File: config.mk
export PLATFORM = sky130hd
export DESIGN_NAME = i2c_ptr_regport
export DESIGN_NICKNAME = d
export VERILOG_FILES = /design/src/rtl/i2c_rp_pkg.sv /design/src/rtl/i2c_rp_linesync.sv /design/src/rtl/i2c_rp_ptr.sv /design/src/rtl/i2c_ptr_regport.sv
export SDC_FILE = /design/constraint.sdc
export NUM_CORES = 1
export LEC_CHECK = 0
export BUFFER_PORTS_ARGS = -buffer_cell sky130_fd_sc_hd__buf_2
export CAP_MARGIN = 20
export CORE_MARGIN = 2
export CORE_UTILIZATION = 40
export DETAILED_ROUTE_END_ITERATION = 10
export GPL_TIMING_DRIVEN = 0
export HOLD_SLACK_MARGIN = 0.02
export RECOVER_POWER = 50
export SYNTH_ARGS = -nofsm -noshare
export SYNTH_HDL_FRONTEND = slang
export SYNTH_SLANG_ARGS = --single-unit
File: constraint.sdc
create_clock -name clk -period 5.85 [get_ports clk]
set_input_delay 1.17 -clock clk [delete_from_list [all_inputs] [get_ports clk]]
set_output_delay 1.17 -clock clk [all_outputs]
set_load 0.05 [all_outputs]
File: src/rtl/i2c_rp_pkg.sv
package i2c_rp_pkg;
  localparam int BYTE_W = 8;

  typedef enum logic [2:0] {
    ST_IDLE,
    ST_ADDR,
    ST_AACK,
    ST_RX,
    ST_WACK,
    ST_TX,
    ST_RACK
  } rp_state_e;
endpackage

File: src/rtl/i2c_rp_linesync.sv
module i2c_rp_linesync #(
  parameter int STAGES = 2
) (
  input  logic clk,
  input  logic rst_n,
  input  logic scl_in,
  input  logic sda_in,
  output logic scl,
  output logic sda,
  output logic scl_rise,
  output logic scl_fall,
  output logic bus_start,
  output logic bus_stop
);
  localparam int NLINES = 2;

  logic [NLINES-1:0] raw;
  logic [NLINES-1:0] synced;
  logic [NLINES-1:0] delayed;

  assign raw = {sda_in, scl_in};

  // Each line gets its own synchronizer chain, plus one extra stage
  // that keeps the previous sample for edge detection.
  for (genvar g = 0; g < NLINES; g++) begin : g_line
    logic [STAGES-1:0] chain;
    always_ff @(posedge clk or negedge rst_n) begin
      if (!rst_n) begin
        chain      <= '1;
        delayed[g] <= 1'b1;
      end else begin
        chain      <= {chain[STAGES-2:0], raw[g]};
        delayed[g] <= chain[STAGES-1];
      end
    end
    assign synced[g] = chain[STAGES-1];
  end

  assign scl       = synced[0];
  assign sda       = synced[1];
  assign scl_rise  = synced[0] & ~delayed[0];
  assign scl_fall  = ~synced[0] & delayed[0];
  assign bus_start = synced[0] & delayed[0] & delayed[1] & ~synced[1];
  assign bus_stop  = synced[0] & delayed[0] & ~delayed[1] & synced[1];
endmodule

File: src/rtl/i2c_rp_ptr.sv
module i2c_rp_ptr #(
  parameter int         DEPTH   = 16,
  parameter logic [7:0] RST_PTR = 8'h00
) (
  input  logic       clk,
  input  logic       rst_n,
  input  logic       load,
  input  logic [7:0] load_val,
  input  logic       adv,
  output logic [6:0] ptr,
  output logic       in_range
);
  localparam logic [6:0] LAST = 7'(DEPTH - 1);

  logic auto_inc;

  always_ff @(posedge clk or negedge rst_n) begin
    if (!rst_n) begin
      ptr      <= RST_PTR[6:0];
      auto_inc <= RST_PTR[7];
    end else if (load) begin
      ptr      <= load_val[6:0];
      auto_inc <= load_val[7];
    end else if (adv && auto_inc) begin
      ptr <= (ptr >= LAST) ? 7'd0 : ptr + 7'd1;
    end
  end

  assign in_range = (ptr <= LAST);

  AST_PTR_WRAP: assert property (@(posedge clk) disable iff (!rst_n) (adv && !load && auto_inc && ptr >= LAST) |=> (ptr == 7'd0));
  AST_PTR_HOLD: assert property (@(posedge clk) disable iff (!rst_n) (!load && !(adv && auto_inc)) |=> $stable(ptr));
endmodule

File: src/rtl/i2c_ptr_regport.sv
module i2c_ptr_regport
  import i2c_rp_pkg::*;
#(
  parameter int         DEPTH       = 16,
  parameter logic [5:0] DEV_ADDR_HI = 6'b001100,
  parameter logic [7:0] RST_PTR     = 8'h00,
  parameter int         SYNC_STAGES = 2,
  localparam int        AW          = $clog2(DEPTH)
) (
  input  logic              clk,
  input  logic              rst_n,
  input  logic              scl_i,
  input  logic              sda_i,
  output logic              sda_oe,
  input  logic              addr_sel,
  output logic [AW-1:0]     reg_addr,
  output logic              reg_wr_en,
  output logic [BYTE_W-1:0] reg_wdata,
  input  logic [BYTE_W-1:0] reg_rdata
);
  logic scl_s, sda_s, scl_rise, scl_fall, bus_start, bus_stop;

  i2c_rp_linesync #(.STAGES(SYNC_STAGES)) u_sync (
    .clk(clk), .rst_n(rst_n), .scl_in(scl_i), .sda_in(sda_i),
    .scl(scl_s), .sda(sda_s), .scl_rise(scl_rise), .scl_fall(scl_fall),
    .bus_start(bus_start), .bus_stop(bus_stop)
  );

  rp_state_e         state;
  logic [3:0]        bit_cnt;
  logic [BYTE_W-1:0] shreg;
  logic              rw_read, first_byte, mst_ack;
  logic              oe_r, wr_r, ld_r, adv_r;
  logic [BYTE_W-1:0] wdata_r;
  logic [6:0]        ptr;
  logic              ptr_ok;
  logic              addr_hit;
  logic [BYTE_W-1:0] rd_byte;

  i2c_rp_ptr #(.DEPTH(DEPTH), .RST_PTR(RST_PTR)) u_ptr (
    .clk(clk), .rst_n(rst_n), .load(ld_r), .load_val(shreg), .adv(adv_r),
    .ptr(ptr), .in_range(ptr_ok)
  );

  assign addr_hit = (shreg[7:2] == DEV_ADDR_HI) && (shreg[1] == addr_sel);
  assign rd_byte  = ptr_ok ? reg_rdata : '0;

  always_ff @(posedge clk or negedge rst_n) begin
    if (!rst_n) begin
      state      <= ST_IDLE;
      bit_cnt    <= '0;
      shreg      <= '0;
      rw_read    <= 1'b0;
      first_byte <= 1'b0;
      mst_ack    <= 1'b0;
      oe_r       <= 1'b0;
      wr_r       <= 1'b0;
      ld_r       <= 1'b0;
      adv_r      <= 1'b0;
      wdata_r    <= '0;
    end else begin
      wr_r  <= 1'b0;
      ld_r  <= 1'b0;
      adv_r <= 1'b0;
      if (bus_start) begin
        state   <= ST_ADDR;
        bit_cnt <= '0;
        oe_r    <= 1'b0;
      end else if (bus_stop) begin
        state <= ST_IDLE;
        oe_r  <= 1'b0;
      end else begin
        unique case (state)
          ST_IDLE: ;
          ST_ADDR: begin
            if (scl_rise && bit_cnt < 4'd8) begin
              shreg   <= {shreg[6:0], sda_s};
              bit_cnt <= bit_cnt + 4'd1;
            end else if (scl_fall && bit_cnt == 4'd8) begin
              if (addr_hit) begin
                oe_r    <= 1'b1;
                rw_read <= shreg[0];
                state   <= ST_AACK;
              end else begin
                state <= ST_IDLE;
              end
            end
          end
          ST_AACK: begin
            if (scl_fall) begin
              bit_cnt <= '0;
              if (rw_read) begin
                shreg <= rd_byte;
                oe_r  <= ~rd_byte[7];
                state <= ST_TX;
              end else begin
                oe_r       <= 1'b0;
                first_byte <= 1'b1;
                state      <= ST_RX;
              end
            end
          end
          ST_RX: begin
            if (scl_rise && bit_cnt < 4'd8) begin
              shreg   <= {shreg[6:0], sda_s};
              bit_cnt <= bit_cnt + 4'd1;
            end else if (scl_fall && bit_cnt == 4'd8) begin
              oe_r  <= 1'b1;
              state <= ST_WACK;
              if (first_byte) begin
                ld_r <= 1'b1;
              end else begin
                wr_r    <= ptr_ok;
                adv_r   <= 1'b1;
                wdata_r <= shreg;
              end
            end
          end
          ST_WACK: begin
            if (scl_fall) begin
              oe_r       <= 1'b0;
              bit_cnt    <= '0;
              first_byte <= 1'b0;
              state      <= ST_RX;
            end
          end
          ST_TX: begin
            if (scl_rise && bit_cnt < 4'd8) begin
              bit_cnt <= bit_cnt + 4'd1;
            end else if (scl_fall) begin
              if (bit_cnt == 4'd8) begin
                oe_r  <= 1'b0;
                state <= ST_RACK;
              end else begin
                shreg <= {shreg[6:0], 1'b0};
                oe_r  <= ~shreg[6];
              end
            end
          end
          ST_RACK: begin
            if (scl_rise) begin
              mst_ack <= ~sda_s;
              adv_r   <= ~sda_s;
            end else if (scl_fall) begin
              if (mst_ack) begin
                shreg   <= rd_byte;
                oe_r    <= ~rd_byte[7];
                bit_cnt <= '0;
                state   <= ST_TX;
              end else begin
                state <= ST_IDLE;
              end
            end
          end
          default: state <= ST_IDLE;
        endcase
      end
    end
  end

  assign sda_oe    = oe_r;
  assign reg_wr_en = wr_r;
  assign reg_wdata = wdata_r;
  assign reg_addr  = ptr[AW-1:0];

  AST_OE_SCL_LOW: assert property (@(posedge clk) disable iff (!rst_n) !$stable(oe_r) |-> !scl_s);
  AST_ACK_ON_MATCH: assert property (@(posedge clk) disable iff (!rst_n) (state == ST_AACK) |-> (shreg[7:2] == DEV_ADDR_HI && shreg[1] == addr_sel));
  AST_WR_SINGLE: assert property (@(posedge clk) disable iff (!rst_n) reg_wr_en |=> !reg_wr_en);
  AST_WR_IN_RANGE: assert property (@(posedge clk) disable iff (!rst_n) reg_wr_en |-> ptr_ok);
  AST_IDLE_RELEASED: assert property (@(posedge clk) disable iff (!rst_n) (state == ST_IDLE) |-> !sda_oe);
endmodule

**After elaboration in Yosys (flattened, before gate mapping)**

Index checks and enable logic that the tools add are counted.

- $add $sub $neg: 2
- Magnitude comparators: 3
- Eq/ne operators: 40
- Muxes and demuxes: 78
- Bitwise operators: 17
- Reductions and logical operators: 21

Operators with widths:

| kind | number |
|---|---|
| two-way mux 8 bit | 10 |
| != test 4 bit, second input constant | 13 |
| two-way mux 3 bit | 15 |
| two-way mux 1 bit | 36 |
| one-hot mux 8 bit (4 select lines) | 1 |
| two-way mux 4 bit | 7 |
| AND reduction 12 bit | 2 |
| != test 2 bit, second input constant | 11 |
| two-way mux 7 bit | 3 |
| one-hot mux 3 bit (7 select lines) | 1 |
| AND reduction 6 bit | 3 |
| AND reduction 13 bit | 1 |
| != test 3 bit, second input constant | 4 |
| one-hot mux 4 bit (3 select lines) | 1 |
| NOT 1 bit | 10 |
| equality test 3 bit, second input constant | 3 |
| nonzero test 4 bit | 2 |
| nonzero test 8 bit | 1 |
| adder 7 x 1 -> 7 bit, second input constant | 1 |
| AND 1 bit | 7 |
| greater-or-equal comparator 7 x 4 -> 1 bit, second input constant | 1 |
| <= comparator 7 x 4 -> 1 bit, second input constant | 1 |
| AND reduction 7 bit | 1 |
| equality test 3 x 2 -> 1 bit, second input constant | 2 |
| other kinds (17) | 24 |

- Bits in registers: 44
- Bits of input ports: 13
- Output and inout bits: 14
- Logic and storage cells: 178

**Logic depth before layout (Yosys ltp)**

- Word-level depth: 9
- Gate-level depth with buffers: 7
- Mapped depth without buffers: 7

**Modules after synthesis**

From an unflattened synthesis, not the netlist that was laid out.

- Cells, all modules: 241
- Area total of the unflattened synthesis: 2436.1 µm²

Modules (own cells, without submodules):

| module | times used | cells an instance | area each (µm²) | sequential area each (µm²) |
|---|---|---|---|---|
| i2c_ptr_regport | 1 | 182 | 1778.0 | 750.7 |
| i2c_rp_ptr | 1 | 49 | 467.9 | 200.2 |
| i2c_rp_linesync | 1 | 10 | 190.2 | 157.7 |

**Least setup slack after synthesis**

Ideal clock, no wire load.

- Path kind: input -> register
- Start: in addr_sel
- End: reg oe_r (netlist: sda_oe)
- Setup time: 0.077 ns
- Arrival time: 2.094 ns
- Required time: 5.773 ns
- Slack: 3.678 ns
- Cell stages on the path: 5
- Buffers on the path: 0
- Path through: xnor2_1 nand3_1 a22o_1 or3_1 a21oi_1

- Longest elaborated chain between the ends: 4

Ends and longest elaborated chain:

| element | RTL line | text |
|---|---|---|
| start: declaration | i2c_ptr_regport.sv:15 | `input logic addr_sel,` |
| equality test 1 bit | i2c_ptr_regport.sv:45 | `assign addr_hit = (shreg[7:2] == DEV_ADDR_HI) && (shreg[1] == addr_sel);` |
| logical AND 1 bit | i2c_ptr_regport.sv:45 |  |
| != test 4 bit (no source line) | n/a |  |
| AND reduction 13 bit (no source line) | n/a |  |
| end signal: assignment | i2c_ptr_regport.sv:94 | `oe_r <= ~rd_byte[7];` |
| end signal: assignment | i2c_ptr_regport.sv:136 | `oe_r <= ~shreg[6];` |
| end signal: assignment | i2c_ptr_regport.sv:147 | `oe_r <= ~rd_byte[7];` |
| end: declaration | i2c_ptr_regport.sv:33 | `logic oe_r, wr_r, ld_r, adv_r;` |

No other way between the ends.
A chain may end at the register's enable or synchronous reset.

==> metrics.csv <==
metric,value,unit
outcome,"complete, but fails checks",
failing checks,"capacitance limit, slew limit",
cell taking the most area after synthesis,sky130_fd_sc_hd__dfrtp_1,
IO buf count,26,
average routed wire per standard cell,15.9,um
max-slew violation count,40,
initial antenna violation count,0,
total standard cell area after synthesis,2300,um^2
H-tree level count,2,
post-synth cell types,57,
net count reported at finish,260,
initial core utilization,41.5,%
number of clock buffers inserted by TritonCTS,5,
Max stage delay on crit path,1.50,ns
HPWL reported at the end of detailed placement,3450,um
master of the slowest instance on the critical path,sky130_fd_sc_hd__clkbuf_1,
number of placed instances with taps included,308,
maximum clock frequency,340,MHz
maximum fanout along the worst path,39,
setup repair after global routing missed its margin,no,
final wirelength,5020,um
Final Power,0.939,mW
area growth from synthesis to final layout,13.2,%
pin count of the biggest net entering global routing,45,
die width,79.8,um
min cycle time layout,2.94,ns
fill count,528,
leakage power,1.19,nW
DP Area,2520,um^2
number of top-level pins,27,
total DRC errors in the routed layout,0,
leading cell types by total area after synthesis,"sky130_fd_sc_hd__dfrtp_1 (41%), sky130_fd_sc_hd__mux2_2 (9.3%), sky130_fd_sc_hd__dfstp_2 (6.9%)",
met2 track utilization from global routing,25.4,%
number of failing hold endpoints at the final stage,0,
asr flop ratio synth,100,%
Hold WC Path Type,flip-flop to flip-flop,
Fin Setup TNS,0,ns
clk_skew,0.00798,ns
routability cong.,0.901,
via count of the first global-routing pass,1704,
Clock Path Buffers,2,
Die Outline Area,6360,um^2
number of violations of the max-capacitance limit,1,
total global routing track utilization,17.4,%
Yosys reg bits,44,
number of sinks driven by the clock tree,44,
global-route wire length before repair,8580,um
Critical Path Most Common Cell,sky130_fd_sc_hd__clkbuf_1,
mean instance size in the synthesized netlist,10.9,um^2
sequential fraction of the synthesis area,48.3,%
diode count,0,
"commonest non-fill, non-tap cell in the layout",sky130_fd_sc_hd__dfrtp_1,
detailed-route vias per instance,5.54,
fraction of final layout cells sized beyond drive strength 1,31.1,%
clock edge transition at the registers on the reported setup and hold paths,0.09,ns
met3 layer usage reported by global route,4.75,%
data arrival time of the critical path,2.95,ns
TritonCTS clock tree,yes,
count of vias placed by the detailed router,1751,
worst ir drop on vdd,0.165,mV
Int Power,0.585,mW
post-CTS setup repair buffer count,0,
count of non-filler cells in the finished layout,316,
combinational share of power,34.9,%
highest-count cells in the layout ignoring fill and taps,"sky130_fd_sc_hd__dfrtp_1 (38), sky130_fd_sc_hd__buf_2 (29), sky130_fd_sc_hd__mux2_2 (19), sky130_fd_sc_hd__inv_1 (13), sky130_fd_sc_hd__a22o_1 (12)",
Post-Synthesis Net Count,226,
Tcrit/Tclk final,50.3,%
count of hold buffers inserted by post-cts repair,0,
required time reported for the critical path endpoint,5.86,ns
net switching power figure,0.354,mW
Root Buffer Master,sky130_fd_sc_hd__clkbuf_8,
detailed-routing iteration count for the pre-antenna-repair pass,4,
CTS resizes,0,
number of nets with antenna violations after routing,0,
chain of cells forming the critical path,clkbuf_1 > clkbuf_1,
power per cell area,361,nW/um^2
global routing's busiest layer,met2,
switching fraction of total power,37.7,%
global routing usage on met1,25.2,%
site row count,27,
startpoint-to-endpoint class of the critical path,input pin to asynchronous set/reset pin,
area of the core region,5540,um^2
starting DRC count in detailed routing,84,
die extent in y,79.8,um
number of enable-type register cells in the synthesized netlist,0,
Slew @ Worst Pin,2.05,ns
cell family with the largest share of critical-path delay,buffers and inverters,
leading register cell type out of synthesis,sky130_fd_sc_hd__dfrtp_1,
number of buffer and inverter instances along the worst setup path,2,
grt total ovfl,0,
clock network fraction of design power,20.1,%
latest clock arrival within the worst-skew pair,0.31,ns
Syn Inst Count,210,
final setup vio count,0,
top-area cell type share of the netlist area,41.4,%
Critical Path End Type,asynchronous set/reset pin,
Yosys warning count,0,
fin area,2600,um^2
Rel. slew slack,-36.9,%
Reg power frac,44.9,%
launching element type of the critical path,input pin,
## Yosys cell counts, types with 2 or more instances
library cell	instances
sky130_fd_sc_hd__ha_1	3
sky130_fd_sc_hd__mux2_2	19
sky130_fd_sc_hd__nor2_1	11
sky130_fd_sc_hd__nand2b_1	3
sky130_fd_sc_hd__nor3_1	5
sky130_fd_sc_hd__dfrtp_1	38
sky130_fd_sc_hd__a21o_1	2
sky130_fd_sc_hd__buf_4	5
sky130_fd_sc_hd__a22o_1	12
sky130_fd_sc_hd__a31oi_1	2
sky130_fd_sc_hd__o31ai_1	3
sky130_fd_sc_hd__dfstp_2	6
sky130_fd_sc_hd__a21oi_1	10
sky130_fd_sc_hd__buf_2	4
sky130_fd_sc_hd__o22ai_1	2
sky130_fd_sc_hd__inv_1	13
sky130_fd_sc_hd__nand3_1	4
sky130_fd_sc_hd__o211ai_1	2
sky130_fd_sc_hd__a221oi_1	2
sky130_fd_sc_hd__nor2b_1	3
sky130_fd_sc_hd__a22oi_1	2
sky130_fd_sc_hd__o21ai_0	10
sky130_fd_sc_hd__nand2_1	11
sky130_fd_sc_hd__or3_1	2
sky130_fd_sc_hd__clkbuf_1	2
sky130_fd_sc_hd__o21a_1	2
sky130_fd_sc_hd__o221ai_1	2
## through the flow
| stage | setup slack [ns] | utilization (%) | hold WS (ns) |
|---|---|---|---|
| after global routing | 2.35 | 47.0 | 0.369 |
| after detailed placement | 3.40 | 45.4 | 0.347 |
| after floorplan | 3.68 | - | 0.345 |
| final | 2.91 | 47.0 | 0.355 |
| after global placement | 3.41 | 45.4 | 0.346 |
| after CTS | 3.60 | 46.9 | 0.351 |
## state kept, by name, summed over array words and instances, names as in the netlist
register / count
mst_ack: 1
u_sync.delayed: 2
rw_read: 1
u_ptr.ptr: 7
sda_oe: 1
ld_r: 1
reg_wdata: 8
first_byte: 1
state: 3
bit_cnt: 4
shreg: 8
u_sync.g_line.chain: 4
adv_r: 1
u_ptr.auto_inc: 1
reg_wr_en: 1
## cells by family after synthesis
family,synth area share (%)
buffers and inverters,5.45
XOR/XNOR,1.09
AND/OR/NAND/NOR,12.5
AO/OA/AOI/OAI,21.1
multiplexers,9.97
flip-flops,48.3
adder cells (fa/ha/maj),1.63
## power groups by stage
stage | sequential [mW] | clock (mW) | combinational [mW]
floorplan | 0.412 | 0 | 0.249
global route | 0.431 | 0.212 | 0.360
finish | 0.422 | 0.189 | 0.328
CTS | 0.422 | 0.197 | 0.326
detailed placement | 0.428 | 0 | 0.324
global placement | 0.426 | 0 | 0.320
## layer usage
metal	vias up	share of wire, %
met1	862	50
met2	48	44
li1	835	-
met5	-	0
met4	0	1.3
met3	6	4.7
## worst paths after layout
check | endpoint | start | slack (ns) | depth (start not counted)
max | ld_r | rst_n | 2.91 | 2
min | u_sync.g_line[0].chain[1] | u_sync.g_line[0].chain[0] | 0.35 | 0
max reg2reg | reg_wdata[5] | bit_cnt[0] | 3.64 | 7
min reg2reg | u_sync.g_line[0].chain[1] | u_sync.g_line[0].chain[0] | 0.35 | 0
max in group clk | reg_addr[1] | u_ptr.ptr[1] | 3.61 | 2
min in group asynchronous | state[1] | rst_n | 0.71 | 1
## area by class of cell
cell class	instances	area (um^2)	share of cell area, %
plain buffers	12	76.3	2.93
clock buffers	5	68.8	2.65
clock inverters	2	12.5	0.481
inverters	13	48.8	1.88
multi-input cells	141	1060	40.9
flip-flops and latches	44	1110	42.6
well taps	72	90.1	3.46
repair buffers	27	133	5.10
Note: power is estimated with default switching activity, not from simulation.
